<file path="config.mk">
export PLATFORM = sky130hd
export DESIGN_NAME = adc_sweep_ctrl
export DESIGN_NICKNAME = d
export VERILOG_FILES = /design/src/rtl/adc_sweep_pkg.sv /design/src/rtl/adc_irq_sync.sv /design/src/rtl/adc_ser_port.sv /design/src/rtl/adc_sweep_seq.sv /design/src/rtl/adc_sweep_ctrl.sv
export SDC_FILE = /design/constraint.sdc
export NUM_CORES = 1
export LEC_CHECK = 0
export BUFFER_PORTS_ARGS = -buffer_cell sky130_fd_sc_hd__buf_4
export CAP_MARGIN = 0
export CORE_ASPECT_RATIO = 0.5
export CORE_MARGIN = 2
export CORE_UTILIZATION = 50
export DETAILED_ROUTE_END_ITERATION = 7
export PLACE_DENSITY = 0.72
export SETUP_SLACK_MARGIN = 0.4
export SKIP_CTS_REPAIR_TIMING = 1
export SYNTH_ARGS = -nofsm -noshare
export SYNTH_HDL_FRONTEND = slang
export SYNTH_SLANG_ARGS = --single-unit
</file>
<file path="constraint.sdc">
create_clock -name clk -period 3.2 [get_ports clk]
set_clock_uncertainty 0.2 [all_clocks]
set_input_delay 0.32 -clock clk [delete_from_list [all_inputs] [get_ports clk]]
set_output_delay 0.32 -clock clk [all_outputs]
set_load 0.03 [all_outputs]
</file>
<file path="src/rtl/adc_sweep_pkg.sv">
package adc_sweep_pkg;

    localparam int WORD_W     = 16;
    localparam int FRAME_BITS = 16;
    localparam int PER_W      = 5;

    localparam logic [3:0]        OP_FIFO_READ   = 4'hE;
    localparam logic [WORD_W-1:0] FIFO_READ_WORD = {OP_FIFO_READ, 12'h000};

    typedef enum logic [2:0] {
        SQ_IDLE,
        SQ_CFG_SEND,
        SQ_CFG_WAIT,
        SQ_CONV_SEND,
        SQ_CONV_WAIT,
        SQ_IRQ_WAIT,
        SQ_RD_SEND,
        SQ_RD_WAIT
    } seq_state_t;

    // Burst depth selected by the two low configuration bits
    function automatic logic [2:0] burst_depth(input logic [1:0] code);
        logic [2:0] d;
        case (code)
            2'b00:   d = 3'd7;
            2'b01:   d = 3'd5;
            2'b10:   d = 3'd3;
            default: d = 3'd1;
        endcase
        return d;
    endfunction

endpackage

</file>
<file path="src/rtl/adc_irq_sync.sv">
module adc_irq_sync (
    input  logic clk,
    input  logic rst,
    input  logic irq_async,
    output logic irq_pulse
);
    logic [2:0] sync_q;

    always_ff @(posedge clk) begin
        if (rst) begin
            sync_q <= 3'b000;
        end else begin
            sync_q <= {sync_q[1:0], irq_async};
        end
    end

    assign irq_pulse = sync_q[1] & ~sync_q[2];

    AST_IRQ_SINGLE: assert property (@(posedge clk) disable iff (rst)
        irq_pulse |=> !irq_pulse);

endmodule

</file>
<file path="src/rtl/adc_ser_port.sv">
module adc_ser_port
    import adc_sweep_pkg::*;
#(
    parameter int DIV_W   = 8,
    parameter int GAP_CYC = 8
) (
    input  logic              clk,
    input  logic              rst,
    input  logic [DIV_W-1:0]  div,
    input  logic              tx_valid,
    input  logic [WORD_W-1:0] tx_word,
    output logic              tx_accept,
    output logic              rx_valid,
    output logic [WORD_W-1:0] rx_word,
    output logic              sclk,
    output logic              fs,
    output logic              sdo,
    input  logic              sdi
);
    localparam int GAP_W = $clog2(GAP_CYC + 1);

    logic              active;
    logic [PER_W-1:0]  per;
    logic [DIV_W-1:0]  pcnt;
    logic [GAP_W-1:0]  gap_cnt;
    logic [WORD_W-1:0] tx_sh;
    logic [WORD_W-1:0] rx_sh;
    logic              rx_valid_q;
    logic [DIV_W-1:0]  div_eff;
    logic [DIV_W:0]    half;
    logic              tx_ready;

    assign div_eff   = (div == '0) ? DIV_W'(1) : div;
    assign half      = ({1'b0, div_eff} + 1'b1) >> 1;
    assign tx_ready  = !active && (gap_cnt == '0);
    assign tx_accept = tx_valid && tx_ready;

    always_ff @(posedge clk) begin
        if (rst) begin
            active     <= 1'b0;
            per        <= '0;
            pcnt       <= '0;
            gap_cnt    <= '0;
            tx_sh      <= '0;
            rx_sh      <= '0;
            rx_valid_q <= 1'b0;
        end else begin
            rx_valid_q <= 1'b0;
            if (!active) begin
                if (gap_cnt != '0) begin
                    gap_cnt <= gap_cnt - 1'b1;
                end else if (tx_valid) begin
                    active <= 1'b1;
                    per    <= '0;
                    pcnt   <= '0;
                    tx_sh  <= tx_word;
                end
            end else begin
                if ((per != '0) && ({1'b0, pcnt} == half)) begin
                    rx_sh <= {rx_sh[WORD_W-2:0], sdi};
                end
                if (pcnt == div_eff) begin
                    pcnt <= '0;
                    if (per == PER_W'(FRAME_BITS)) begin
                        active     <= 1'b0;
                        rx_valid_q <= 1'b1;
                        gap_cnt    <= GAP_W'(GAP_CYC);
                    end else begin
                        per <= per + 1'b1;
                        if (per != '0) begin
                            tx_sh <= {tx_sh[WORD_W-2:0], 1'b0};
                        end
                    end
                end else begin
                    pcnt <= pcnt + 1'b1;
                end
            end
        end
    end

    assign sclk     = active && ({1'b0, pcnt} >= half);
    assign fs       = active && (per == '0);
    assign sdo      = active && (per != '0) && tx_sh[WORD_W-1];
    assign rx_valid = rx_valid_q;
    assign rx_word  = rx_sh;

    // Independent idle-run counter used to check the inter-frame gap
    logic [3:0] idle_run;
    always_ff @(posedge clk) begin
        if (rst) begin
            idle_run <= 4'hF;
        end else if (active) begin
            idle_run <= '0;
        end else if (idle_run != 4'hF) begin
            idle_run <= idle_run + 1'b1;
        end
    end

    AST_GAP_MIN: assert property (@(posedge clk) disable iff (rst)
        tx_accept |-> (idle_run >= 4'd6));

    AST_FS_NO_DATA: assert property (@(posedge clk) disable iff (rst)
        fs |-> !sdo);

    AST_FS_SCLK_LOW: assert property (@(posedge clk) disable iff (rst)
        $rose(fs) |-> !sclk);

endmodule

</file>
<file path="src/rtl/adc_sweep_seq.sv">
module adc_sweep_seq
    import adc_sweep_pkg::*;
#(
    parameter int CNT_W  = 12,
    parameter int ADDR_W = 10,
    parameter int DIV_W  = 8
) (
    input  logic              clk,
    input  logic              rst,
    input  logic              start,
    input  logic [WORD_W-1:0] cfg_in,
    input  logic [WORD_W-1:0] conv_in,
    input  logic [CNT_W-1:0]  count_in,
    input  logic [DIV_W-1:0]  div_in,
    input  logic              tx_accept,
    input  logic              rx_valid,
    input  logic [WORD_W-1:0] rx_word,
    input  logic              irq_pulse,
    output logic              tx_valid,
    output logic [WORD_W-1:0] tx_word,
    output logic [DIV_W-1:0]  div_q,
    output logic              busy,
    output logic              cs_n,
    output logic              done,
    output logic              buf_we,
    output logic              buf_sel,
    output logic [ADDR_W-1:0] buf_addr,
    output logic [WORD_W-1:0] buf_data
);
    typedef struct packed {
        logic              we;
        logic              sel;
        logic [ADDR_W-1:0] addr;
        logic [WORD_W-1:0] data;
    } buf_wr_t;

    seq_state_t        state;
    logic [WORD_W-1:0] cfg_q;
    logic [WORD_W-1:0] conv_q;
    logic [CNT_W-1:0]  goal_q;
    logic [CNT_W-1:0]  stored;
    logic [CNT_W-1:0]  stored_nx;
    logic [2:0]        depth;
    logic [2:0]        left;
    logic [ADDR_W-1:0] ptr [2];
    logic              sel_q;
    logic              done_q;
    buf_wr_t           wr_q;

    assign stored_nx = stored + 1'b1;

    always_ff @(posedge clk) begin
        if (rst) begin
            state   <= SQ_IDLE;
            cfg_q   <= '0;
            conv_q  <= '0;
            goal_q  <= '0;
            div_q   <= '0;
            stored  <= '0;
            depth   <= 3'd1;
            left    <= '0;
            ptr[0]  <= '0;
            ptr[1]  <= '0;
            sel_q   <= 1'b0;
            done_q  <= 1'b0;
            wr_q    <= '0;
        end else begin
            done_q  <= 1'b0;
            wr_q.we <= 1'b0;
            case (state)
                SQ_IDLE: begin
                    if (start) begin
                        cfg_q  <= cfg_in;
                        conv_q <= conv_in;
                        goal_q <= count_in;
                        div_q  <= div_in;
                        depth  <= burst_depth(cfg_in[1:0]);
                        stored <= '0;
                        ptr[0] <= '0;
                        ptr[1] <= '0;
                        sel_q  <= 1'b0;
                        state  <= SQ_CFG_SEND;
                    end
                end
                SQ_CFG_SEND: begin
                    if (tx_accept) state <= SQ_CFG_WAIT;
                end
                SQ_CFG_WAIT: begin
                    if (rx_valid) begin
                        if (goal_q == '0) begin
                            done_q <= 1'b1;
                            state  <= SQ_IDLE;
                        end else begin
                            left  <= depth;
                            state <= SQ_CONV_SEND;
                        end
                    end
                end
                SQ_CONV_SEND: begin
                    if (tx_accept) state <= SQ_CONV_WAIT;
                end
                SQ_CONV_WAIT: begin
                    if (rx_valid) begin
                        if (left == 3'd1) begin
                            state <= SQ_IRQ_WAIT;
                        end else begin
                            left  <= left - 1'b1;
                            state <= SQ_CONV_SEND;
                        end
                    end
                end
                SQ_IRQ_WAIT: begin
                    if (irq_pulse) begin
                        left  <= depth;
                        state <= SQ_RD_SEND;
                    end
                end
                SQ_RD_SEND: begin
                    if (tx_accept) state <= SQ_RD_WAIT;
                end
                SQ_RD_WAIT: begin
                    if (rx_valid) begin
                        wr_q.we     <= 1'b1;
                        wr_q.sel    <= sel_q;
                        wr_q.addr   <= ptr[sel_q];
                        wr_q.data   <= rx_word;
                        ptr[sel_q]  <= ptr[sel_q] + 1'b1;
                        sel_q       <= ~sel_q;
                        stored      <= stored_nx;
                        if (stored_nx == goal_q) begin
                            done_q <= 1'b1;
                            state  <= SQ_IDLE;
                        end else if (left == 3'd1) begin
                            left  <= depth;
                            state <= SQ_CONV_SEND;
                        end else begin
                            left  <= left - 1'b1;
                            state <= SQ_RD_SEND;
                        end
                    end
                end
                default: state <= SQ_IDLE;
            endcase
        end
    end

    always_comb begin
        tx_valid = 1'b0;
        tx_word  = '0;
        case (state)
            SQ_CFG_SEND: begin
                tx_valid = 1'b1;
                tx_word  = cfg_q;
            end
            SQ_CONV_SEND: begin
                tx_valid = 1'b1;
                tx_word  = conv_q;
            end
            SQ_RD_SEND: begin
                tx_valid = 1'b1;
                tx_word  = FIFO_READ_WORD;
            end
            default: begin
                tx_valid = 1'b0;
                tx_word  = '0;
            end
        endcase
    end

    assign busy     = (state != SQ_IDLE);
    assign cs_n     = (state == SQ_IDLE);
    assign done     = done_q;
    assign buf_we   = wr_q.we;
    assign buf_sel  = wr_q.sel;
    assign buf_addr = wr_q.addr;
    assign buf_data = wr_q.data;

    AST_DONE_SINGLE: assert property (@(posedge clk) disable iff (rst)
        done |=> !done);

    AST_START_IGNORED: assert property (@(posedge clk) disable iff (rst)
        (busy && start) |=> $stable(goal_q));

    AST_WE_SPACED: assert property (@(posedge clk) disable iff (rst)
        buf_we |=> !buf_we);

endmodule

</file>
<file path="src/rtl/adc_sweep_ctrl.sv">
module adc_sweep_ctrl
    import adc_sweep_pkg::*;
#(
    parameter int CNT_W   = 12,
    parameter int ADDR_W  = 10,
    parameter int DIV_W   = 8,
    parameter int GAP_CYC = 8
) (
    input  logic              clk,
    input  logic              rst,
    input  logic              start,
    input  logic [15:0]       cfg_word,
    input  logic [15:0]       conv_word,
    input  logic [CNT_W-1:0]  sample_count,
    input  logic [DIV_W-1:0]  clk_div,
    output logic              busy,
    output logic              done,
    output logic              cs_n,
    output logic              sclk,
    output logic              fs,
    output logic              sdo,
    input  logic              sdi,
    input  logic              adc_int,
    output logic              buf_we,
    output logic              buf_sel,
    output logic [ADDR_W-1:0] buf_addr,
    output logic [15:0]       buf_data
);
    logic              tx_valid;
    logic [WORD_W-1:0] tx_word;
    logic              tx_accept;
    logic              rx_valid;
    logic [WORD_W-1:0] rx_word;
    logic              irq_pulse;
    logic [DIV_W-1:0]  div_q;

    adc_irq_sync u_irq (
        .clk       (clk),
        .rst       (rst),
        .irq_async (adc_int),
        .irq_pulse (irq_pulse)
    );

    adc_ser_port #(
        .DIV_W   (DIV_W),
        .GAP_CYC (GAP_CYC)
    ) u_port (
        .clk       (clk),
        .rst       (rst),
        .div       (div_q),
        .tx_valid  (tx_valid),
        .tx_word   (tx_word),
        .tx_accept (tx_accept),
        .rx_valid  (rx_valid),
        .rx_word   (rx_word),
        .sclk      (sclk),
        .fs        (fs),
        .sdo       (sdo),
        .sdi       (sdi)
    );

    adc_sweep_seq #(
        .CNT_W  (CNT_W),
        .ADDR_W (ADDR_W),
        .DIV_W  (DIV_W)
    ) u_seq (
        .clk       (clk),
        .rst       (rst),
        .start     (start),
        .cfg_in    (cfg_word),
        .conv_in   (conv_word),
        .count_in  (sample_count),
        .div_in    (clk_div),
        .tx_accept (tx_accept),
        .rx_valid  (rx_valid),
        .rx_word   (rx_word),
        .irq_pulse (irq_pulse),
        .tx_valid  (tx_valid),
        .tx_word   (tx_word),
        .div_q     (div_q),
        .busy      (busy),
        .cs_n      (cs_n),
        .done      (done),
        .buf_we    (buf_we),
        .buf_sel   (buf_sel),
        .buf_addr  (buf_addr),
        .buf_data  (buf_data)
    );

    AST_FS_NEEDS_CS: assert property (@(posedge clk) disable iff (rst)
        fs |-> !cs_n);

    AST_IDLE_QUIET: assert property (@(posedge clk) disable iff (rst)
        !busy |-> (!fs && !sclk));

endmodule

</file>
==> impl_metrics.env <==
export IMPL_hold_end="u_seq.depth[2]"
export IMPL_grt_pass1_wl_um=31600
export IMPL_powerDensity_nw_per_um2=568
export IMPL_ys_ff_latch=177
export IMPL_whs_ns=0.0116
export IMPL_r2r_slack_ns=0.13
export IMPL_die_width_um=186
export IMPL_area_growth_syn_to_layout_pct=26.3
export IMPL_period_minus_slack_ns=3.23
export IMPL_min_delay_start="cfg_word[1]"
export IMPL_path_class="reg2out"
export IMPL_p_total_mw=5.96
export IMPL_ant_nets=0
export IMPL_relSlewSlack_pct=37.6
export IMPL_insertion_delay_ns=0.43
export IMPL_ys_flop_type="dfxtp_1"
export IMPL_hold_class="in2reg"
export IMPL_ys_types=62
export IMPL_r2r_start="u_seq.div_q[5]"
export IMPL_drt_wirelength_per_cell_um=15.3
export IMPL_synth_area_per_cell_um2=8.49
export IMPL_cts_tree="done"
export IMPL_syn_inst=979
export IMPL_crit_path_end_kind="primary output"
export IMPL_rows=33
export IMPL_antenna_found_initial=0
export IMPL_cts_buffers=17
export IMPL_violations="setup timing"
export IMPL_setup_violations=1
export IMPL_cpPeakStageDelay_ns=0.55
export IMPL_stdcell_area_um2=10500
export IMPL_grt_max_degree=83
export IMPL_die_h_um=95.2
export IMPL_gp_congestion=0.850
export IMPL_hpwl_um=13100
export IMPL_syn_area_um2=8310
export IMPL_first_pass_iters=5
export IMPL_async_reset_ff_share_pct=0
export IMPL_core_area_um2=16300
export IMPL_fin_ws_ns=-0.0327
export IMPL_slowest_stage="or4_4"
export IMPL_finalSetupTns_ns=-0.0327
export IMPL_final_nets=1178
export IMPL_peakVddDrop_v=0.000426
export IMPL_cts_buffer_depth=2
export IMPL_crit_path_start_kind="flip-flop"
export IMPL_synth_edff_count=20
export IMPL_dr_total_vias=7314
export IMPL_max_freq_ghz=0.309
export IMPL_r2r_end="u_port.rx_word[1]"
export IMPL_outcome="complete, but fails checks"
export IMPL_slew_violations=0
export IMPL_r2r_worst_path_cells=11
export IMPL_fin_crit_sh_pct=101
export IMPL_diodes=0
export IMPL_die_area_um2=17700
export IMPL_worstSetupPathDepth=9
export IMPL_drc=0
export IMPL_tightest_slew_ns=0.923
export IMPL_vias_per_cell=5.44
export IMPL_cts_max_level=4
export IMPL_cp_data_required_time_ns=2.68
export IMPL_path_clk_slew_ns=0.08
export IMPL_worstPathArrival_ns=2.71
export IMPL_synth_fp_nets=1053
export IMPL_synth_warnings=0
export IMPL_drt_iter0_markers=427
export IMPL_rsz0062_at_grt="yes"
export IMPL_grtUsageTotal_pct=21.8
export IMPL_dpl_cell_area_um2=9180
export IMPL_p_leak_nw=3.92
export IMPL_grt_overflow_total=0
export IMPL_grt_pass1_vias=6648
export IMPL_drive_above_1_share_pct=17.0
export IMPL_drt_wl_total_um=20600
export IMPL_drv_cap=0
export IMPL_worst_path_buf_inv=1
export IMPL_hold_viol=0
export IMPL_io_pins=91
export IMPL_critical_path_top_delay_family="simple AND/OR/NAND/NOR gates"
export IMPL_portBuffers=90
export IMPL_cp_cell_sequence="or4_4 > nor3_2 > nor3_1 > a21oi_1 > ha_1 > o2111ai_2 > a21oi_2 > o31a_1 > buf_6"
export IMPL_ys_seq_area_share_pct=45.0
export IMPL_root_buffer="clkbuf_16"
export IMPL_path_max_fanout=6
export IMPL_cts_sinks=177
export IMPL_initial_core_util_pct=51.0
export IMPL_min_path_cells=4
[report_power, final]
part / switching [mW] / internal [mW] / total (mW) / leakage (nW)
Clock: 0.986 / 1.06 / 2.04 / 0.281
Combinational: 0.814 / 0.560 / 1.37 / 2.14
Sequential: 0.139 / 2.40 / 2.54 / 1.50
Total: 1.94 / 4.02 / 5.96 / 3.92
[cell usage after synthesis, types with 9 or more instances]
library cell | count | area [µm²]
edfxtp_1 | 20 | 601
buf_1 | 9 | 33.8
nor2_1 | 99 | 372
o22ai_1 | 10 | 62.6
o21ai_0 | 25 | 125
nor3_1 | 22 | 110
nor2b_1 | 9 | 56.3
nand3_1 | 17 | 85.1
and3_1 | 11 | 68.8
xnor2_1 | 26 | 228
clkbuf_1 | 45 | 169
and2_1 | 13 | 81.3
a21oi_1 | 100 | 500
inv_1 | 20 | 75.1
ha_1 | 17 | 213
nand2_1 | 189 | 709
mux2i_1 | 55 | 551
xor2_1 | 21 | 184
dfxtp_1 | 157 | 3140
a211oi_1 | 14 | 105
[cell families after synthesis]
logic type | count (synthesis) | share of synthesized area [%]
compound gates | 189 | 14.1
simple gates | 408 | 22.1
buf+inv | 80 | 3.78
mux | 60 | 7.30
fa+ha+maj | 17 | 2.56
flops | 177 | 45.0
xor+xnor | 48 | 5.15
[layer usage]
| metal | wire (µm) | up-vias | GRT usage [%] |
|---|---|---|---|
| li1 | - | 3633 | - |
| met1 | 9570 | 3512 | 28.8 |
| met2 | 9940 | 138 | 37.2 |
| met3 | 785 | 31 | 3.61 |
| met4 | 310 | 0 | 7.07 |
| met5 | 0 | - | 0 |
[registers in the layout, summed over array words and instances, names as in the netlist, 8 cells and up, named ones only]
signal,count
u_seq.div_q,8
u_seq.ptr,20
u_port.rx_word,16
u_seq.buf_data,16
u_seq.cfg_q,16
u_port.pcnt,8
u_seq.goal_q,12
u_seq.conv_q,16
u_seq.stored,12
u_seq.buf_addr,10
u_port.tx_sh,16
[cells in the final DEF (no fill, tap or decap), drive strengths merged, types with 7 or more instances in the layout]
master and count:
buf 112, nor4 8, a211oi 14, o21ai 25, nand4 8, mux2i 55, xor2 21, edfxtp 20
nand2 189, and3 11, nand3 17, nor2 99, nor2b 9, nor3 23, o22ai 10, ha 17
dfxtp 157, dlygate4sd3 53, or3 7, and2 15, a21oi 100, xnor2 27, inv 30, clkbuf 19
[how the worst max path moves through the flow]
stage	from	endpoint
4_1_cts	u_seq.div_q[1]	sclk
3_3_place_gp	u_seq.div_q[1]	u_port.rx_word[3]
3_5_place_dp	u_seq.div_q[1]	u_port.rx_word[1]
6_report	u_seq.div_q[5]	sclk
5_1_grt	u_seq.div_q[5]	sclk
2_1_floorplan	u_seq.div_q[1]	u_port.rx_word[0]
[stage by stage]
| stage | util, % | std cells | setup WS [ns] |
|---|---|---|---|
| 2_1_floorplan | - | 979 | 0.419 |
| 3_3_place_gp | 56.3 | 1253 | 0.346 |
| 3_5_place_dp | 56.3 | 1253 | 0.229 |
| 4_1_cts | 59.8 | 1285 | -0.123 |
| 5_1_grt | 64.4 | 1344 | -0.157 |
| 6_report | 64.4 | 1344 | -0.0327 |
[final cells by class]
| cell class | count | area, µm² |
|---|---|---|
| repair buffers | 166 | 1430 |
| multi-input cells | 722 | 4380 |
| inverters | 20 | 75.1 |
| clock buffers | 18 | 439 |
| well taps | 227 | 284 |
| flip-flops and latches | 177 | 3760 |
| fillers | 1319 | 5810 |
| clock inverters | 14 | 138 |
[worst register-to-register path: stages, from the launching register on]
cell and delay [ns]:
dfxtp_4 0.37, or4_4 0.55, nor3_2 0.19, nor3_1 0.06, a21oi_1 0.16, ha_1 0.20, buf_4 0.12, nand4_1 0.15
nor3_4 0.41, buf_12 0.20, mux2i_2 0.25, nor2_1 0.07
(Power assumes the default switching activity.)
